===== config.mk =====
export PLATFORM = sky130hd
export DESIGN_NAME = fpd_frame_detect
export DESIGN_NICKNAME = d
export VERILOG_FILES = /design/src/rtl/fpd_pkg.sv /design/src/rtl/fpd_edge_tap.sv /design/src/rtl/fpd_lock_fsm.sv /design/src/rtl/fpd_slot_timer.sv /design/src/rtl/fpd_frame_detect.sv
export SDC_FILE = /design/constraint.sdc
export NUM_CORES = 1
export LEC_CHECK = 0
export ABC_AREA = 0
export BUFFER_PORTS_ARGS = -buffer_cell sky130_fd_sc_hd__buf_2
export CORE_MARGIN = 5
export CORE_UTILIZATION = 40
export CTS_CLUSTER_SIZE = 30
export DETAILED_ROUTE_END_ITERATION = 7
export GPL_ROUTABILITY_DRIVEN = 1
export MAX_ROUTING_LAYER = met4
export SYNTH_ARGS = -nofsm -noshare
export SYNTH_HDL_FRONTEND = slang
export SYNTH_SLANG_ARGS = --single-unit

===== constraint.sdc =====
create_clock -name clk -period 2.4 [get_ports clk]
set_input_delay 0.48 -clock clk [delete_from_list [all_inputs] [get_ports clk]]
set_output_delay 0.48 -clock clk [all_outputs]
set_load 0.01 [all_outputs]

===== src/rtl/fpd_pkg.sv =====
package fpd_pkg;

   typedef enum logic {
      FMT_LOW_ACTIVE  = 1'b0,
      FMT_HIGH_ACTIVE = 1'b1
   } fmt_e;

   localparam int TICKS_PER_BIT = 4;
   localparam int SAMPLE_TICK   = 3;
   localparam int SCLK_PER_BIT  = 2;

endpackage


===== src/rtl/fpd_edge_tap.sv =====
module fpd_edge_tap
   import fpd_pkg::*;
(
   input  logic clk,
   input  logic rst_n,
   input  logic sclk,
   input  logic fsync,
   output logic fall_tick,
   output logic pulse_seen,
   output fmt_e pulse_pol
);

   logic       sclk_q;
   logic [1:0] hist_q;
   logic       low_hit;
   logic       high_hit;

   // falling serial edge seen between two internal cycles
   assign fall_tick = sclk_q & ~sclk;

   always_ff @(posedge clk or negedge rst_n) begin
      if (!rst_n) begin
         sclk_q <= 1'b0;
         hist_q <= '0;
      end else begin
         sclk_q <= sclk;
         if (fall_tick)
            hist_q <= {hist_q[0], fsync};
      end
   end

   // oldest, middle, newest sample: one active sample between idles
   assign low_hit    = fall_tick &  hist_q[1] & ~hist_q[0] &  fsync;
   assign high_hit   = fall_tick & ~hist_q[1] &  hist_q[0] & ~fsync;
   assign pulse_seen = low_hit | high_hit;
   assign pulse_pol  = high_hit ? FMT_HIGH_ACTIVE : FMT_LOW_ACTIVE;

endmodule


===== src/rtl/fpd_lock_fsm.sv =====
module fpd_lock_fsm
   import fpd_pkg::*;
#(
   parameter int FRAME_SAMPLES = 512
) (
   input  logic clk,
   input  logic rst_n,
   input  logic fall_tick,
   input  logic pulse_seen,
   input  fmt_e pulse_pol,
   output logic locked_q,
   output logic locked_d,
   output fmt_e mode_q,
   output logic resync
);

   localparam int GW = $clog2(FRAME_SAMPLES + 1);
   localparam logic [GW-1:0] FULL = GW'(FRAME_SAMPLES);

   logic          have_q, have_n;
   fmt_e          cand_q, cand_n;
   logic [GW-1:0] gap_q, gap_n;
   fmt_e          mode_n;
   logic          match;
   logic          timeout;

   assign match   = have_q && (pulse_pol == cand_q) && (gap_q == FULL);
   assign timeout = fall_tick && have_q && !pulse_seen && (gap_q == FULL);
   assign resync  = pulse_seen && match;

   always_comb begin
      have_n   = have_q;
      cand_n   = cand_q;
      gap_n    = gap_q;
      locked_d = locked_q;
      mode_n   = mode_q;
      if (pulse_seen) begin
         have_n   = 1'b1;
         cand_n   = pulse_pol;
         gap_n    = GW'(1);
         locked_d = match;
         if (match)
            mode_n = pulse_pol;
      end else if (timeout) begin
         have_n   = 1'b0;
         gap_n    = '0;
         locked_d = 1'b0;
      end else if (fall_tick && have_q) begin
         gap_n = gap_q + 1'b1;
      end
   end

   always_ff @(posedge clk or negedge rst_n) begin
      if (!rst_n) begin
         have_q   <= 1'b0;
         cand_q   <= FMT_LOW_ACTIVE;
         gap_q    <= '0;
         locked_q <= 1'b0;
         mode_q   <= FMT_LOW_ACTIVE;
      end else begin
         have_q   <= have_n;
         cand_q   <= cand_n;
         gap_q    <= gap_n;
         locked_q <= locked_d;
         mode_q   <= mode_n;
      end
   end

   // spacing counter never runs past one frame
   p_gap_bound_r5: assert property (@(posedge clk) disable iff (!rst_n)
      gap_q <= FULL);

   // lock only follows a confirming pulse
   p_lock_rise_r3: assert property (@(posedge clk) disable iff (!rst_n)
      $rose(locked_q) |-> $past(resync));

   // lock only drops on a bad pulse or a missing one
   p_lock_fall_r4: assert property (@(posedge clk) disable iff (!rst_n)
      $fell(locked_q) |-> ($past(pulse_seen) || $past(timeout)));

   // format cannot change while lock holds
   p_mode_steady_r9: assert property (@(posedge clk) disable iff (!rst_n)
      (locked_q && $past(locked_q)) |-> $stable(mode_q));

endmodule


===== src/rtl/fpd_slot_timer.sv =====
module fpd_slot_timer
   import fpd_pkg::*;
#(
   parameter int CH_PER_FRAME = 32,
   parameter int BITS_PER_CH  = 8
) (
   input  logic                            clk,
   input  logic                            rst_n,
   input  logic                            run,
   input  logic                            load,
   input  logic                            load_low,
   input  logic                            locked,
   output logic [$clog2(BITS_PER_CH)-1:0]  bit_idx,
   output logic [$clog2(CH_PER_FRAME)-1:0] chan_idx,
   output logic                            bit_stb,
   output logic                            samp_stb,
   output logic                            frame_stb
);

   localparam int NSTG = 3;
   localparam int PW   = $clog2(TICKS_PER_BIT);

   function automatic int stage_mod(input int g);
      case (g)
         0:       return TICKS_PER_BIT;
         1:       return BITS_PER_CH;
         default: return CH_PER_FRAME;
      endcase
   endfunction

   logic [NSTG:0]   en;
   logic [NSTG-1:0] at_max;
   logic [PW-1:0]   phase;

   assign en[0] = 1'b1;

   for (genvar g = 0; g < NSTG; g++) begin : g_stage
      localparam int MODV = stage_mod(g);
      localparam int SW   = $clog2(MODV);
      localparam logic [SW-1:0] LAST = SW'(MODV - 1);

      logic [SW-1:0] cnt_r;
      logic [SW-1:0] init_v;

      if (g == 0) begin : g_phase
         // active-low pulse: detecting cycle is tick 0, so resume at 1
         assign init_v = load_low ? SW'(1) : '0;
         assign phase  = cnt_r;
      end else if (g == 1) begin : g_bit
         assign init_v  = '0;
         assign bit_idx = cnt_r;
      end else begin : g_chan
         assign init_v   = '0;
         assign chan_idx = cnt_r;
      end

      assign at_max[g] = (cnt_r == LAST);
      assign en[g+1]   = en[g] & at_max[g];

      always_ff @(posedge clk or negedge rst_n) begin
         if (!rst_n)
            cnt_r <= '0;
         else if (!run)
            cnt_r <= '0;
         else if (load)
            cnt_r <= init_v;
         else if (en[g])
            cnt_r <= at_max[g] ? '0 : cnt_r + 1'b1;
      end
   end

   assign bit_stb   = locked && (phase == '0);
   assign samp_stb  = locked && (phase == PW'(SAMPLE_TICK));
   assign frame_stb = locked && (phase == '0) && (bit_idx == '0) && (chan_idx == '0);

   // counters sit at zero whenever lock is absent
   p_quiet_r6: assert property (@(posedge clk) disable iff (!rst_n)
      !locked |-> (phase == '0 && bit_idx == '0 && chan_idx == '0));

   // sample point falls three ticks after a bit boundary
   p_sample_gap_r7: assert property (@(posedge clk) disable iff (!rst_n)
      (locked && $past(locked, 3) && $past(bit_stb, 3)) |-> samp_stb);

endmodule


===== src/rtl/fpd_frame_detect.sv =====
module fpd_frame_detect
   import fpd_pkg::*;
#(
   parameter int CH_PER_FRAME = 32,
   parameter int BITS_PER_CH  = 8
) (
   input  logic                            clk,
   input  logic                            rst_n,
   input  logic                            sclk_in,
   input  logic                            fsync_in,
   output logic                            locked,
   output logic                            fmt_high,
   output logic                            bit_stb,
   output logic                            samp_stb,
   output logic                            frame_stb,
   output logic [$clog2(BITS_PER_CH)-1:0]  bit_idx,
   output logic [$clog2(CH_PER_FRAME)-1:0] chan_idx
);

   localparam int FRAME_SAMPLES = CH_PER_FRAME * BITS_PER_CH * SCLK_PER_BIT;

   if (CH_PER_FRAME < 2) begin : g_bad_ch
      $error("CH_PER_FRAME must be at least 2");
   end
   if (BITS_PER_CH < 2) begin : g_bad_bits
      $error("BITS_PER_CH must be at least 2");
   end

   logic fall_tick;
   logic pulse_seen;
   fmt_e pulse_pol;
   logic locked_q;
   logic locked_d;
   fmt_e mode_q;
   logic resync;

   fpd_edge_tap u_tap (
      .clk        (clk),
      .rst_n      (rst_n),
      .sclk       (sclk_in),
      .fsync      (fsync_in),
      .fall_tick  (fall_tick),
      .pulse_seen (pulse_seen),
      .pulse_pol  (pulse_pol)
   );

   fpd_lock_fsm #(
      .FRAME_SAMPLES (FRAME_SAMPLES)
   ) u_lock (
      .clk        (clk),
      .rst_n      (rst_n),
      .fall_tick  (fall_tick),
      .pulse_seen (pulse_seen),
      .pulse_pol  (pulse_pol),
      .locked_q   (locked_q),
      .locked_d   (locked_d),
      .mode_q     (mode_q),
      .resync     (resync)
   );

   fpd_slot_timer #(
      .CH_PER_FRAME (CH_PER_FRAME),
      .BITS_PER_CH  (BITS_PER_CH)
   ) u_slot (
      .clk       (clk),
      .rst_n     (rst_n),
      .run       (locked_d),
      .load      (resync),
      .load_low  (pulse_pol == FMT_LOW_ACTIVE),
      .locked    (locked_q),
      .bit_idx   (bit_idx),
      .chan_idx  (chan_idx),
      .bit_stb   (bit_stb),
      .samp_stb  (samp_stb),
      .frame_stb (frame_stb)
   );

   assign locked   = locked_q;
   assign fmt_high = (mode_q == FMT_HIGH_ACTIVE);

   // the tick after a frame start is still channel 0, bit 0
   p_frame_start_r9: assert property (@(posedge clk) disable iff (!rst_n)
      (locked && $past(locked) && $past(frame_stb)) |-> (chan_idx == '0 && bit_idx == '0));

endmodule


==> flow_summary.rst <==
.. list-table::
   :header-rows: 1

   * - Metric
     - Value
   * - ANT nets after route
     - 0
   * - Leading register cell type out of synthesis
     - sky130_fd_sc_hd__dfrtp_1
   * - Largest incremental delay on the critical path
     - 640 ps
   * - Area taken by flip-flops and latches
     - 676 sq um
   * - Worst Skew
     - 3.00 ps
   * - Hold buffers post-CTS
     - 0
   * - Number of buffers inserted to repair setup after CTS
     - 0
   * - Global placer's final weighted congestion
     - 0.780
   * - Power density over the cells
     - 559 nW/um^2
   * - Root Driver
     - sky130_fd_sc_hd__clkbuf_8
   * - Main combinational cell family by area after synthesis
     - simple AND/OR/NAND/NOR gates
   * - CTS buffer count
     - 3
   * - Synth Area per Inst
     - 9.59 sq um
   * - Count of endpoints failing setup in the final report
     - 0
   * - Cell type of the slowest stage on the worst timing path
     - sky130_fd_sc_hd__or4b_2
   * - Post-cts gate resize count
     - 0
   * - Required arrival time at the worst endpoint
     - 2590 ps
   * - Maximum level of the CTS H-tree
     - 1
   * - First-pass DRT Iterations
     - 4
   * - Synthesized flop and latch total
     - 27
   * - Number of global-route vias before repair
     - 1178
   * - Share of synthesized area occupied by flip-flops and latches
     - 44.6%
   * - Cell Chain, Critical Path
     - ha_1, and3_1, ha_1, or4b_2, a21oi_1
   * - Setup repair after global routing missed its margin
     - false
   * - Global route total overflow
     - 0
   * - Highest-count cells in the layout ignoring fill and taps
     - sky130_fd_sc_hd__dfrtp_1, sky130_fd_sc_hd__buf_2, sky130_fd_sc_hd__nand2_1
   * - Die ar.
     - 5120 sq um
   * - Number of nets in the layout
     - 192
   * - Actual slew at the worst max-slew pin
     - 614 ps
   * - Quantity of I/O buffers inserted on ports
     - 16
   * - Syn Nets
     - 172
   * - Initial core utilization
     - 41.4%
   * - Growth of design area from synthesis to finish
     - 12.1%
   * - Largest fanout on the critical path
     - 7
   * - Floorplan row count
     - 22
   * - Number of antenna violations at the first check in global routing
     - 0
   * - Status
     - completed
   * - Synth warnings
     - 0
   * - Fraction of the mapped netlist area in adder cells
     - 8.26%
   * - Wire per inst
     - 14.2 um
   * - Via total after detailed routing
     - 1208
   * - Syn Inst Count
     - 158
   * - Largest net degree at the start of global routing
     - 28
   * - Final WL
     - 3.19 mm
   * - Via/cell ratio
     - 5.37
   * - Path class of the lowest-slack min-delay path
     - input pin to async pin
   * - Filler cells
     - 350
   * - Max_cap viols
     - 0
   * - Startpoint Class
     - flop
   * - Number of violations reported at the end of detailed-routing iteration 0
     - 38
   * - Boundary Pins
     - 17
   * - Share of cells above drive strength 1
     - 16.4%
   * - Max clock buf depth
     - 2
   * - Wire length of the first global-routing pass
     - 5.33 mm
   * - Setup ws final
     - 381 ps
   * - Worst-Skew Late Latency
     - 270 ps
   * - Fraction of synthesized area in multiplexers
     - 0.661%
   * - Most numerous cell on the critical path
     - sky130_fd_sc_hd__ha_1
   * - Pre-CTS worst setup slack
     - 427 ps
   * - Number of enable flip-flop cells after synthesis
     - 0
   * - Vertical die dimension
     - 71.5 um
   * - Min cycle time layout
     - 2020 ps
   * - CP Data Arrival Time
     - 2210 ps
   * - Hold violation count in the final report
     - 0
   * - Netlist cell types
     - 46
   * - Compound-cell area share of the yosys netlist
     - 16.2%
   * - Clock tree from TritonCTS
     - done
   * - Remaining max-slew budget at the tightest pin
     - 58.8%
   * - Multi-input gate area in the final layout
     - 781 sq um
   * - Syn Std Cell Area
     - 1520 sq um
   * - Reported leakage power
     - 0.785 nW
   * - Async set-or-reset flop fraction in the synthesized netlist
     - 100%
   * - Peak ir drop on the vdd network
     - 0.000267 V
   * - Most common cell after layout, fill and taps aside
     - sky130_fd_sc_hd__dfrtp_1
   * - DRC violations left
     - 0
   * - Antenna diode instance count
     - 0
   * - Setup CP Type
     - flop to flop
   * - Timing-limited maximum frequency
     - 495 MHz
   * - Area share of and/or/nand/nor cells after synthesis
     - 25.3%
   * - Clock slew at the register clock pins of the worst setup and hold paths
     - 90 ps
   * - Total global-route track usage
     - 13.0%
   * - WHS
     - 208 ps
   * - Period utilisation layout
     - 84.1%
   * - CTS sink count
     - 27
   * - DP Wirelength
     - 2.41 mm
   * - Accumulated negative setup slack
     - 0 ps
   * - Chip width
     - 71.5 um
   * - Fraction of synthesized cell area in xor and xnor cells
     - 1.16%
   * - Max-slew violation count
     - 0
   * - Area inside the core boundary
     - 3660 sq um
   * - Crit path capture type
     - flop
## cells by family after synthesis
group	after synthesis
AND/OR/NAND/NOR	65
AO/OA/AOI/OAI	38
flip-flops	27
buffers and inverters	15
adder cells (fa/ha/maj)	10
XOR/XNOR	2
multiplexers	1
## layer usage
layer / global-route usage (%) / wire, um
met1: 16.1 / 1520
met3: 2.24 / 60
met4: 3.76 / 51
met5: - / 0
met2: 21.6 / 1550
## area by class of cell
type | count | area share, %
Clock buffer | 4 | 2.65
Multi-Input combinational cell | 116 | 46.0
Timing Repair Buffer | 17 | 5.16
Inverter | 13 | 2.87
Tap cell | 48 | 3.54
Sequential cell | 27 | 39.8
## cell usage after synthesis, types with 2 or more instances
cell                       n  share of area (%)
sky130_fd_sc_hd__and3b_1   2                1.2
sky130_fd_sc_hd__and2_1    2               0.83
sky130_fd_sc_hd__nand3_1   6                2.0
sky130_fd_sc_hd__a22o_1    2                1.2
sky130_fd_sc_hd__buf_2     2               0.66
sky130_fd_sc_hd__nor4_1    2               0.83
sky130_fd_sc_hd__dfrtp_1  27                 45
sky130_fd_sc_hd__a21oi_1  11                3.6
sky130_fd_sc_hd__o31ai_1   2               0.99
sky130_fd_sc_hd__nand4_1   5                2.1
sky130_fd_sc_hd__and4_1    2                1.2
sky130_fd_sc_hd__nor2_1   12                3.0
sky130_fd_sc_hd__inv_1    13                3.2
sky130_fd_sc_hd__or3_1     2               0.83
sky130_fd_sc_hd__ha_1     10                8.3
sky130_fd_sc_hd__and3_1    2               0.83
sky130_fd_sc_hd__xor2_1    2                1.2
sky130_fd_sc_hd__nand2_1  14                3.5
sky130_fd_sc_hd__a31oi_1   2               0.83
sky130_fd_sc_hd__nor3_1    3               0.99
sky130_fd_sc_hd__o21ai_0  10                3.3
## state kept, by name (all words and copies together), names as in the netlist
| name | cells |
|---|---|
| u_lock.cand_q | 1 |
| u_lock.mode_q | 1 |
| u_slot.chan_idx | 5 |
| u_lock.have_q | 1 |
| u_tap.hist_q | 2 |
| u_lock.gap_q | 10 |
| u_lock.locked_q | 1 |
| u_slot.g_stage.cnt_r | 2 |
| u_slot.bit_idx | 3 |
| u_tap.sclk_q | 1 |
## through the flow
stage	power, mW	utilization (%)	area [sq um]	std cells
detailed placement	0.698	45.1	1650	221
global route	1.00	46.4	1700	225
CTS	0.959	46.4	1700	225
global placement	0.691	45.1	1650	221
floorplan	0.647	-	1520	158
finish	0.950	46.4	1700	225
## worst max-delay path, delay by kind of cell, from the launching register on
family,cells,cell delay (ps)
AOI/OAI and AO/OA,1,170
DFF,1,460
adders and majority gates,2,490
and+or+nand+nor,2,830
## path summary, 6_finish.rpt
check	slack [ps]	cells after the start	to	startpoint
worst min register to register	500	1	u_lock.mode_q	u_lock.mode_q
max in group asynchronous	1790	1	u_slot.g_stage[0].cnt_r[0]	rst_n
worst max register to register	380	5	u_slot.chan_idx[2]	u_slot.chan_idx[0]
worst max-delay path	380	5	u_slot.chan_idx[2]	u_slot.chan_idx[0]
min in group clk	340	1	u_tap.sclk_q	sclk_in
worst min-delay path	210	1	u_lock.gap_q[2]	rst_n
## power breakdown
group          total [mW]  switching, mW  internal (mW)  leakage (nW)
clock               0.260          0.141          0.119        0.0228
sequential          0.548         0.0573          0.491         0.357
combinational       0.142         0.0817         0.0606         0.405
(Power assumes the default switching activity.)
